`src/rtl/npc_pkg.sv`:
```
package npc_pkg;
  localparam int unsigned XLEN    = 32;
  localparam int unsigned OPC_W   = 6;
  localparam int unsigned FN_W    = 6;
  localparam int unsigned OFS_W   = 16;
  localparam int unsigned IDX_W   = 26;
  localparam int unsigned RIDX_W  = 5;
  localparam int unsigned ILEN_B  = 4;
  localparam int unsigned ALIGN_W = 2;
  localparam int unsigned REGION_W = XLEN - IDX_W - ALIGN_W;

  localparam logic [OPC_W-1:0]  OPC_SPECIAL = 6'd0;
  localparam logic [OPC_W-1:0]  OPC_JUMP    = 6'd2;
  localparam logic [OPC_W-1:0]  OPC_JLINK   = 6'd3;
  localparam logic [OPC_W-1:0]  OPC_BREQ    = 6'd4;
  localparam logic [OPC_W-1:0]  OPC_BRNE    = 6'd5;
  localparam logic [FN_W-1:0]   FN_REGJUMP  = 6'd8;
  localparam logic [RIDX_W-1:0] LINK_REG    = 5'd31;

  typedef enum logic [2:0] {
    XFER_SEQ,
    XFER_BREQ,
    XFER_BRNE,
    XFER_JUMP,
    XFER_JLINK,
    XFER_REGJ
  } xfer_kind_e;
endpackage

```
`src/rtl/npc_decode.sv`:
```
module npc_decode
  import npc_pkg::*;
(
  input  logic [OPC_W-1:0] opc_i,
  input  logic [FN_W-1:0]  fn_i,
  output xfer_kind_e       kind_o
);
  always_comb begin
    unique case (opc_i)
      OPC_BREQ:    kind_o = XFER_BREQ;
      OPC_BRNE:    kind_o = XFER_BRNE;
      OPC_JUMP:    kind_o = XFER_JUMP;
      OPC_JLINK:   kind_o = XFER_JLINK;
      OPC_SPECIAL: kind_o = (fn_i == FN_REGJUMP) ? XFER_REGJ : XFER_SEQ;
      default:     kind_o = XFER_SEQ;
    endcase
  end
endmodule

```
`src/rtl/npc_target.sv`:
```
module npc_target
  import npc_pkg::*;
#(
  parameter int unsigned AW = XLEN
) (
  input  logic [AW-1:0]    pc_i,
  input  logic [OFS_W-1:0] ofs_i,
  input  logic [IDX_W-1:0] idx_i,
  output logic [AW-1:0]    seq_pc_o,
  output logic [AW-1:0]    br_pc_o,
  output logic [AW-1:0]    jmp_pc_o
);
  localparam int unsigned SEXT_W = AW - OFS_W - ALIGN_W;
  localparam int unsigned RGN_W  = AW - IDX_W - ALIGN_W;

  logic [AW-1:0] ofs_bytes;

  always_comb begin
    seq_pc_o  = pc_i + AW'(ILEN_B);
    ofs_bytes = {{SEXT_W{ofs_i[OFS_W-1]}}, ofs_i, {ALIGN_W{1'b0}}};
    br_pc_o   = seq_pc_o + ofs_bytes;
    jmp_pc_o  = {seq_pc_o[AW-1 -: RGN_W], idx_i, {ALIGN_W{1'b0}}};
  end
endmodule

```
`src/rtl/npc_select.sv`:
```
module npc_select
  import npc_pkg::*;
#(
  parameter int unsigned AW = XLEN
) (
  input  xfer_kind_e    kind_i,
  input  logic          eq_i,
  input  logic [AW-1:0] seq_pc_i,
  input  logic [AW-1:0] br_pc_i,
  input  logic [AW-1:0] jmp_pc_i,
  input  logic [AW-1:0] reg_pc_i,
  output logic [AW-1:0] next_pc_o,
  output logic          taken_o,
  output logic          link_o
);
  always_comb begin
    taken_o = 1'b0;
    link_o  = 1'b0;
    unique case (kind_i)
      XFER_BREQ:  taken_o = eq_i;
      XFER_BRNE:  taken_o = ~eq_i;
      XFER_JUMP:  taken_o = 1'b1;
      XFER_JLINK: begin taken_o = 1'b1; link_o = 1'b1; end
      XFER_REGJ:  taken_o = 1'b1;
      default:    taken_o = 1'b0;
    endcase
  end

  always_comb begin
    next_pc_o = seq_pc_i;
    if (taken_o) begin
      unique case (kind_i)
        XFER_BREQ, XFER_BRNE:  next_pc_o = br_pc_i;
        XFER_JUMP, XFER_JLINK: next_pc_o = jmp_pc_i;
        XFER_REGJ:             next_pc_o = reg_pc_i;
        default:               next_pc_o = seq_pc_i;
      endcase
    end
  end
endmodule

```
`src/rtl/npc_link_unit.sv`:
```
module npc_link_unit
  import npc_pkg::*;
(
  input  logic [31:0] pc_i,
  input  logic [31:0] instr_i,
  input  logic        ops_equal_i,
  input  logic [31:0] jr_value_i,
  output logic [31:0] next_pc_o,
  output logic        redirect_o,
  output logic        link_we_o,
  output logic [4:0]  link_idx_o,
  output logic [31:0] link_data_o
);
  xfer_kind_e        kind;
  logic [XLEN-1:0]   seq_pc;
  logic [XLEN-1:0]   br_pc;
  logic [XLEN-1:0]   jmp_pc;

  npc_decode u_dec (
    .opc_i  (instr_i[XLEN-1 -: OPC_W]),
    .fn_i   (instr_i[FN_W-1:0]),
    .kind_o (kind)
  );

  npc_target #(.AW(XLEN)) u_tgt (
    .pc_i     (pc_i),
    .ofs_i    (instr_i[OFS_W-1:0]),
    .idx_i    (instr_i[IDX_W-1:0]),
    .seq_pc_o (seq_pc),
    .br_pc_o  (br_pc),
    .jmp_pc_o (jmp_pc)
  );

  npc_select #(.AW(XLEN)) u_sel (
    .kind_i    (kind),
    .eq_i      (ops_equal_i),
    .seq_pc_i  (seq_pc),
    .br_pc_i   (br_pc),
    .jmp_pc_i  (jmp_pc),
    .reg_pc_i  (jr_value_i),
    .next_pc_o (next_pc_o),
    .taken_o   (redirect_o),
    .link_o    (link_we_o)
  );

  assign link_idx_o  = LINK_REG;
  assign link_data_o = seq_pc;
endmodule

```
`config.mk`:
```
export PLATFORM = sky130hd
export DESIGN_NAME = npc_link_unit
export DESIGN_NICKNAME = d
export VERILOG_FILES = /design/src/rtl/npc_pkg.sv /design/src/rtl/npc_decode.sv /design/src/rtl/npc_target.sv /design/src/rtl/npc_select.sv /design/src/rtl/npc_link_unit.sv
export SDC_FILE = /design/constraint.sdc
export NUM_CORES = 1
export LEC_CHECK = 0
export BUFFER_PORTS_ARGS = -buffer_cell sky130_fd_sc_hd__buf_2
export CAP_MARGIN = 0
export CORE_ASPECT_RATIO = 0.75
export CORE_MARGIN = 8
export CORE_UTILIZATION = 54
export DETAILED_ROUTE_END_ITERATION = 10
export PLACE_DENSITY = 0.85
export SYNTH_ARGS = -nofsm -noshare
export SYNTH_HDL_FRONTEND = slang
export SYNTH_HIERARCHICAL = 1
export SYNTH_SLANG_ARGS = --single-unit
```
`constraint.sdc`:
```
create_clock -name vclk -period 7.05
set_input_delay 1.41 -clock vclk [all_inputs]
set_output_delay 1.41 -clock vclk [all_outputs]
set_load 0.02 [all_outputs]
```
==> results of run 1 <==
[cells in the final DEF, fill, tap and decap left out, types with 3 or more instances in the layout]
cell / count
a31oi_1: 3
mux2_2: 32
xnor2_2: 4
o22ai_1: 32
a211oi_2: 3
nand2b_1: 3
nand2_1: 37
inv_1: 40
a21o_1: 7
a32oi_1: 32
ha_1: 28
o21ai_0: 8
a211o_1: 35
and3_1: 6
a311oi_1: 3
nand4_1: 13
conb_1: 7
buf_4: 18
and4_1: 3
nor3_1: 5
ha_2: 5
buf_2: 163
and2_1: 3
xor2_1: 15
nor4_1: 4
or3_1: 4
xnor2_1: 32
a21oi_1: 62
o21bai_1: 3
nand3_1: 25
a221o_1: 3
nor2_1: 33
o21ai_1: 10
mux2i_1: 34
[cell type report]
| class | instances | area, µm² | share of cell area |
|---|---|---|---|
| well taps | 108 | 135 | 0.0252 |
| inverters | 40 | 150 | 0.0279 |
| multi-input cells | 537 | 4140 | 0.770 |
| repair buffers | 181 | 951 | 0.177 |
[final timing paths]
kind / to / slack [ns] / cells after the start
max: next_pc_o[29] / 0.19 / 18
min: link_data_o[1] / 3.09 / 2
[layer usage]
metal	up-vias	global-route usage
met2	344	0.384
met5	-	0
met1	2735	0.372
li1	2653	-
met4	0	0.0425
met3	30	0.0496
[power by group through the flow]
stage               Sequential (mW)  Combinational, mW  Clock (mW)
floorplan                         0              0.304           0
global placement                  0              0.404           0
detailed placement                0              0.414           0
CTS                               0              0.415           0
global route                      0              0.461           0
finish                            0              0.429           0
[cells by family (layout without fill, tap and decap cells)]
group | Yosys count | count (layout) | share of synthesized area
xor gates and xnor gates | 52 | 52 | 0.0981
and+or+nand+nor | 153 | 153 | 0.165
buffers and inverters | 128 | 221 | 0.164
adders and majority gates | 34 | 34 | 0.0903
muxes | 67 | 67 | 0.151
other | 2 | 7 | 0.00157
AOI/OAI and AO/OA | 224 | 224 | 0.330
[stage by stage]
stage / utilization / setup WS, ns / std cells / instance area [µm²]
floorplan: - / 0.350 / 665 / 4810
global placement: 0.621 / 0.240 / 866 / 5290
detailed placement: 0.621 / 0.156 / 866 / 5290
CTS: 0.621 / 0.153 / 866 / 5290
global route: 0.630 / 0.0129 / 866 / 5370
finish: 0.630 / 0.190 / 866 / 5370
==> reports/summary.txt, run 1 <==
Nets = 891
Final Max Tran Viols = 0
GPL Wtd Cong = 0.950
Synth top area cells = ha_1, mux2_2, mux2i_1
Metal3 WL = 1840 µm
Top post-synthesis cells by count = a21oi_1, buf_4, inv_1
CP top delay family = simple AND/OR/NAND/NOR gates
Post-CTS sizing = 0
Hpwl dp = 14100 µm
Global-route wire length before repair = 27400 µm
Net Switching = 0.260 mW
Critical Path RT = 5.64 ns
DR DRC count = 0
Period utilization = 0.973
Fin crit period = 6.86 ns
Max-Cap Viols = 0
Initial Utilization = 0.562
WL met1 = 8020 µm
Crit path largest cell delay = 0.46 ns
Worst setup path startpoint = pc_i[4]
Comb power frac = 1.000
Sequential-to-total area share from yosys stat = 0
Core region area = 0.00853 mm²
Layout area overhead = 12.1%
Final Setup Violations = 0
Top-area cell type share of the netlist area = 0.0861
Maximum vdd drop = 0.0429 mV
Startpoint Class = input port
Congestion Overflow GR = 0
# Post-CTS Setup Buffers = 0
Synth cell types = 65
I/O Buffers = 163
Hold Slack = 3.09 ns
CP Class = in -> out
Via count = 5762
Pleak = 2.29 nW
Worst rel slew slack = 0.140
Register share of total power = 0
DRT antenna net count = 0
Total die area = 0.0122 mm²
Worst slew pin tran = 1.29 ns
GRT Total Usage = 0.257
Top routing layer used = met4
Arr. time, crit path = 5.45 ns
Critical path endpoint category = primary output
TNS Setup = 0 ns
Max Freq = 146 MHz
Pwr/cell area = 79.9 mW/mm²
Crit path cell chain = buf_2, and4_1, nand3_1, nor2_1, and3_1, nand3_1, xnor2_2, ha_2, nand4_1, nor2_1, nand2_1, a21oi_1, o211ai_1, a211oi_1, a21oi_1, a211o_1, a32oi_1, buf_2
RSZ-0062 raised after global routing = false
Routed wire length = 17600 µm
Mapped Avg Cell Area = 7.26 µm²
Total power = 0.429 mW
Largest net degree at the start of global routing = 57
Hold WC Path Type = in -> out
DIE HEIGHT = 97.6 µm
Fill count = 772
Iteration-0 DRC Markers = 594
Ys Warns = 6
Routed wl met2 = 7550 µm
Power Internal = 0.169 mW
Register area = 0 µm²
Mapped Cells = 660
DRT Pass-1 Iters = 7
Switching Share = 0.606
Post-Synthesis Cell Area = 0.00479 mm²
Post-CTS Hold Buffers = 0
Vias per cell = 6.65
# clk buffers = 0
Layout cell share with drive strength beyond 1 = 0.325
Avg WL per Cell = 20.3 µm
Outcome = completed
Hold path startpoint = pc_i[1]
Die Wd = 125 µm
Rows = 29
Number of global-route vias before repair = 5306
Initial antenna violation count = 0
Layout sequential cell count = 0
Most common cell in the netlist = a21oi_1
Clock power share = 0
Fin. Hold Viols = 0
IO Pins = 168
WP buf/inv = 2
CP max stage cell = ha_2
Worst-path fanout max = 8
Ant diodes = 0
Cell taking the most area after synthesis = ha_1
(Power assumes the default switching activity.)
==> inputs of run 2 (changes only) <==
==> constraint.sdc (replaced) <==
create_clock -name vclk -period 7.05
set_input_delay 0.705 -clock vclk [all_inputs]
set_output_delay 0.705 -clock vclk [all_outputs]
set_load 0.02 [all_outputs]
==> run 2 against run 1 <==
- setup slack gained 0.87 ns
- highest routed layer unchanged
- largest power group unchanged
- wire length shrank 2.1%
- maximum frequency grew 14%
- critical endpoint is now next_pc_o[31]
==> reports/summary.txt, run 2 (synthesis results as in run 1) <==
# clk buffers = 0 (unchanged)
Worst setup path startpoint = pc_i[12]
Rows = 29 (unchanged)
Congestion Overflow GR = 0 (unchanged)
Maximum vdd drop = 0.0365 mV (-15%)
Startpoint Class = input port
Initial Utilization = 0.562 (unchanged)
DRT antenna net count = 0 (unchanged)
Total die area = 0.0122 mm² (unchanged)
Layout sequential cell count = 0 (unchanged)
Hold endpoint = link_data_o[0]
Power Internal = 0.162 mW (-4.4%)
Initial antenna violation count = 0 (unchanged)
Via count = 5741 (-0.36%)
DR DRC count = 0 (unchanged)
Crit path largest cell delay = 0.57 ns (+0.11 ns)
Die Wd = 125 µm (unchanged)
Fin crit period = 5.99 ns (-0.868 ns)
Avg WL per Cell = 20.2 µm (-0.75%)
Iteration-0 DRC Markers = 685 (+15%)
Pre-CTS WS = 1.20 ns (+1.04 ns)
Worst slew pin tran = 1.37 ns (+0.0803 ns)
Worst-path fanout max = 7 (-1)
DRT Pass-1 Iters = 6 (-1)
Arr. time, crit path = 5.29 ns (-0.16 ns)
Clock power share = 0 (unchanged)
Largest net degree at the start of global routing = 68 (+19%)
Final Setup Violations = 0 (unchanged)
Final Max Tran Viols = 0 (unchanged)
Ant diodes = 0 (unchanged)
Register share of total power = 0 (unchanged)
Post-CTS sizing = 0 (unchanged)
Hold path startpoint = pc_i[0]
Core region area = 0.00853 mm² (unchanged)
Comb power frac = 1.000 (about the same)
Layout area overhead = 8.51%
Hold WC Path Type = in -> out
# Post-CTS Setup Buffers = 0 (unchanged)
Hpwl dp = 13700 µm (-2.8%)
Most frequent cells in the layout = buf_2, a21oi_1, inv_1
Post-CTS Hold Buffers = 0 (unchanged)
Vias per cell = 6.72 (+1.0%)
Crit path cell chain = buf_2, nand3_1, or3_1, nor3_1, nand3_1, xnor2_1, ha_1, a21oi_1, o21bai_4, a221o_1, a221o_1, a211oi_2, xor2_1, mux2i_1, a211o_1, a32oi_1, buf_2
Critical Path RT = 6.34 ns (+0.70 ns)
Switching Share = 0.615 (+0.00927)
Worst rel slew slack = 0.0862 (-0.0535)
GRT Total Usage = 0.256 (-0.00128)
Period utilization = 0.850 (-0.123)
CP max stage cell = nor3_1
RSZ-0062 raised after global routing = false
Global-route wire length before repair = 27200 µm (-0.70%)
Layout cell share with drive strength beyond 1 = 0.294 (-0.0310)
WHS Path Cells = 2 (unchanged)
GPL Wtd Cong = 0.978 (+3.0%)
IO Pins = 168 (unchanged)
Fin. Hold Viols = 0 (unchanged)
Critical path endpoint category = primary output
Pwr/cell area = 80.8 mW/mm² (+1.1%)
Net Switching = 0.259 mW (-0.57%)
Commonest non-fill, non-tap cell in the layout = buf_2
I/O Buffers = 163 (unchanged)
Max Freq = 167 MHz (+14%)
Post-route worst setup slack = 1.06 ns (+0.868 ns)
CP Class = in -> out
Nets = 879 (-1.3%)
Outcome = completed
Max-Cap Viols = 0 (unchanged)
Pleak = 2.21 nW (-3.5%)
Number of global-route vias before repair = 5283 (-0.43%)
Routed wire length = 17200 µm (-2.1%)
DIE HEIGHT = 97.6 µm (unchanged)
Register area = 0 µm² (unchanged)
Final core occ = 0.610 (-0.0200)
TNS Setup = 0 ns (unchanged)
## run 2: power groups by stage
stage | logic (mW) | registers (mW) | clock network, mW
after floorplan | 0.304 | 0 | 0
after global placement | 0.396 | 0 | 0
after detailed placement | 0.408 | 0 | 0
after CTS | 0.410 | 0 | 0
after global routing | 0.453 | 0 | 0
final | 0.420 | 0 | 0
## run 2: worst max-delay path: cells and delay by family
kind	cells	cell delay [ns]
xor+xnor	2	0.64
compound gates	7	1.74
simple gates	4	1.36
fa+ha+maj	1	0.40
mux	1	0.11
buf+inv	2	0.32
## run 2: metrics by stage
stage	power, mW	area, µm²	std cells	hold slack (ns)
after floorplan	0.304	4810	665	1.50
after global placement	0.396	5200	854	1.67
after detailed placement	0.408	5200	854	1.68
after CTS	0.410	5200	854	1.68
after global routing	0.453	5200	854	1.69
final	0.420	5200	854	1.68
## run 2: area by class of cell
cell class         count  area [µm²]
fillers              777        3320
inverters             40         150
multi-input cells    537        4060
repair buffers       169         861
well taps            108         135
## run 2: per-layer routing
layer	up-vias	global-route usage	wire length, µm
met5	-	0	0
met4	0	0.0323	258
met3	25	0.0632	2070
met2	357	0.394	7360
met1	2736	0.357	7540
li1	2623	-	-
## run 2: how the worst max path moves through the flow
stage                               end  cells after the start
after global placement    next_pc_o[31]                     17
after CTS                 next_pc_o[31]                     17
after global routing      next_pc_o[31]                     17
after floorplan           next_pc_o[31]                     15
after detailed placement  next_pc_o[31]                     17
final                     next_pc_o[31]                     17
==> inputs of run 3 (changes only) <==
--- a/config.mk
+++ b/config.mk
@@ -9,10 +9,9 @@
 export CAP_MARGIN = 0
 export CORE_ASPECT_RATIO = 0.75
 export CORE_MARGIN = 8
-export CORE_UTILIZATION = 54
+export CORE_UTILIZATION = 48
 export DETAILED_ROUTE_END_ITERATION = 10
 export PLACE_DENSITY = 0.85
 export SYNTH_ARGS = -nofsm -noshare
 export SYNTH_HDL_FRONTEND = slang
-export SYNTH_HIERARCHICAL = 1
 export SYNTH_SLANG_ARGS = --single-unit
==> run 3 against run 2 <==
- core utilization is 1.3 points higher
- combinational power is 26% lower
- via count is 26% lower
- die area is 24% lower
- highest routed layer unchanged
- total power is 26% lower
- largest power group unchanged
- cell count is 19% lower
- wire length is 27% lower
- critical endpoint unchanged
- critical path depth is 1 higher
- sequential cell count stayed put
==> reports/summary.txt, run 3 <==
Post-CTS sizing = 0 (unchanged)
Via count = 4233 (-26%)
Register share of total power = 0 (unchanged)
DRT antenna net count = 0 (unchanged)
Hold Slack = 1.65 ns (-0.0323 ns)
Period utilization = 0.756 (-0.0944)
Mapped Cells = 465 (-30%)
Nets = 742 (-16%)
Post-route worst setup slack = 1.72 ns (+0.666 ns)
Total die area = 0.00925 mm² (-24%)
TNS Setup = 0 ns (unchanged)
Clock power share = 0 (unchanged)
Power Internal = 0.122 mW (-24%)
Fin. Hold Viols = 0 (unchanged)
CP top delay family = simple AND/OR/NAND/NOR gates
Gr busiest metal = met2
Total power = 0.311 mW (-26%)
Main combinational cell family by area after synthesis = compound AO/OA/AOI/OAI gates
Layout sequential cell count = 0 (unchanged)
Worst rel slew slack = 0.297 (+0.211)
# Post-CTS Setup Buffers = 0 (unchanged)
Avg WL per Cell = 18.2 µm (-9.7%)
Hpwl dp = 10300 µm (-25%)
Core region area = 0.00626 mm² (-27%)
Layout area overhead = 26.8%
Compound-Gate Fraction of Synth Area = 0.341 (+0.0116)
Post-CTS Hold Buffers = 0 (unchanged)
Register area = 0 µm² (unchanged)
Met1 Use GR = 0.333 (-0.0232)
Dpl cell area = 0.00390 mm² (-25%)
Worst slew pin tran = 1.05 ns (-0.317 ns)
RSZ-0062 raised after global routing = false
Pre-CTS WS = 1.79 ns (+0.586 ns)
Crit path largest cell delay = 0.40 ns (-0.17 ns)
Pleak = 1.87 nW (-15%)
Global-route wire length before repair = 19500 µm (-29%)
Comb power frac = 1.000 (about the same)
Outcome = completed
Number of global-route vias before repair = 3970 (-25%)
Fin crit period = 5.33 ns (-0.666 ns)
WP buf/inv = 2 (unchanged)
# clk buffers = 0 (unchanged)
Congestion Overflow GR = 0 (unchanged)
Initial antenna violation count = 0 (unchanged)
Max-Cap Viols = 0 (unchanged)
Fill count = 584 (-25%)
Final Cell Area = 0.00390 mm² (-25%)
Simple-gate portion of the synthesized area = 0.306 (+0.141)
Worst-path fanout max = 10 (+3)
Commonest non-fill, non-tap cell in the layout = buf_2
DRT Pass-1 Iters = 5 (-1)
Ys Warns = 0 (-6)
DIE HEIGHT = 85.3 µm (-13%)
Synth cell types = 62 (-4.6%)
Worst setup path startpoint = pc_i[11]
IO Pins = 168 (unchanged)
Post-synthesis adder-cell area fraction = 0.145 (+0.0546)
Routed wire length = 12600 µm (-27%)
Vias per cell = 6.14 (-8.6%)
Startpoint Class = input port
Most frequent cells in the layout = buf_2, nand2_1, nor2_1
Post-Synthesis Cell Area = 0.00307 mm² (-36%)
Rows = 25 (-14%)
Critical path endpoint category = primary output
Mapped Avg Cell Area = 6.61 µm² (-9.0%)
Net Switching = 0.189 mW (-27%)
Synth Area in XOR/XNOR = 0.137 (+0.0390)
Top post-synthesis cells by count = nand2_1, nor2_1, a21oi_1
Arr. time, crit path = 4.62 ns (-0.67 ns)
Grt met2 use = 0.419 (+0.0247)
Die Wd = 108 µm (-13%)
Final Max Tran Viols = 0 (unchanged)
Pwr/cell area = 79.8 mW/mm² (-1.3%)
Hold WC Path Type = in -> out
Top-area cell type share of the netlist area = 0.138 (+0.0523)
GRT Total Usage = 0.248 (-0.00794)
Initial Utilization = 0.491 (-0.0709)
Crit path cell chain = buf_2, and4_4, nand3_2, or3_4, nor2_1, and3_1, nand2_1, xnor2_1, ha_1, a21o_1, a21oi_1, nor2_1, a31o_2, a211oi_1, o311ai_1, nor3b_1, a221o_1, buf_2
Ant diodes = 0 (unchanged)
Hold path startpoint = pc_i[1]
I/O Buffers = 163 (unchanged)
Cell taking the most area after synthesis = ha_1
Switching Share = 0.607 (-0.00820)
Most common cell in the netlist = nand2_1
Maximum vdd drop = 0.0277 mV (-24%)
Final Setup Violations = 0 (unchanged)
Largest net degree at the start of global routing = 33 (-51%)
Iteration-0 DRC Markers = 382 (-44%)
Mux share of post-synthesis cell area = 0.00977 (-0.141)
GPL Wtd Cong = 0.969 (-0.94%)
DR DRC count = 0 (unchanged)
CP max stage cell = ha_1
CP Class = in -> out
Routing usage on met3 = 0.0288 (-0.0345)
Synth top area cells = ha_1, xnor2_1, a21oi_1
Sequential-to-total area share from yosys stat = 0 (unchanged)
Critical Path RT = 6.34 ns (about the same)
Max Freq = 188 MHz (+12%)
Layout cell share with drive strength beyond 1 = 0.304 (+0.0107)
-- run 3: cell count changes after synthesis, sizes merged, moves of 13 or more --
| cell | previous run | this run |
|---|---|---|
| buf | 72 | 11 |
| a211o | 35 | 1 |
| a32oi | 32 | 0 |
| mux2 | 32 | 0 |
| mux2i | 35 | 3 |
| o22ai | 32 | 2 |
| inv | 40 | 14 |
| a21oi | 66 | 42 |
| a221oi | 0 | 16 |
| o21ai | 18 | 33 |
| nand2 | 37 | 50 |
| nor2 | 35 | 48 |
-- run 3: cells by family (layout without fill, tap and decap cells) --
| group | Yosys count | in the layout |
|---|---|---|
| compound gates | 155 | 155 |
| fa+ha+maj | 35 | 35 |
| simple gates | 185 | 185 |
| mux | 3 | 3 |
| other cells | 1 | 5 |
| buf+inv | 40 | 179 |
| xor+xnor | 46 | 46 |
-- run 3: cell type report --
cell class,instances,area (µm²),area share
Tap cell,81,101,0.0260
Timing Repair Buffer,165,831,0.213
Inverter,14,52.6,0.0135
Multi-Input combinational cell,429,2910,0.747
-- run 3: final timing paths --
| kind | cells after the start | end | slack (ns) |
|---|---|---|---|
| setup / recovery | 18 | next_pc_o[31] | 1.72 |
| hold / removal | 2 | link_data_o[1] | 1.65 |
-- run 3: power groups by stage --
stage	clock, mW	sequential (mW)	combinational (mW)
after detailed placement	0	0	0.303
after CTS	0	0	0.305
after floorplan	0	0	0.205
after global routing	0	0	0.337
final	0	0	0.311
after global placement	0	0	0.301
-- run 3: routing by layer --
metal  part of all wire  vias to the layer above
met5                  0                        -
met1               0.44                     1982
li1                   -                     2011
met3              0.090                       17
met4             0.0094                        0
met2               0.46                      223
-- run 3: stage by stage --
step / util / std cells
after CTS: 0.623 / 689
after global routing: 0.623 / 689
after detailed placement: 0.623 / 689
final: 0.623 / 689
after floorplan: - / 469
after global placement: 0.623 / 689
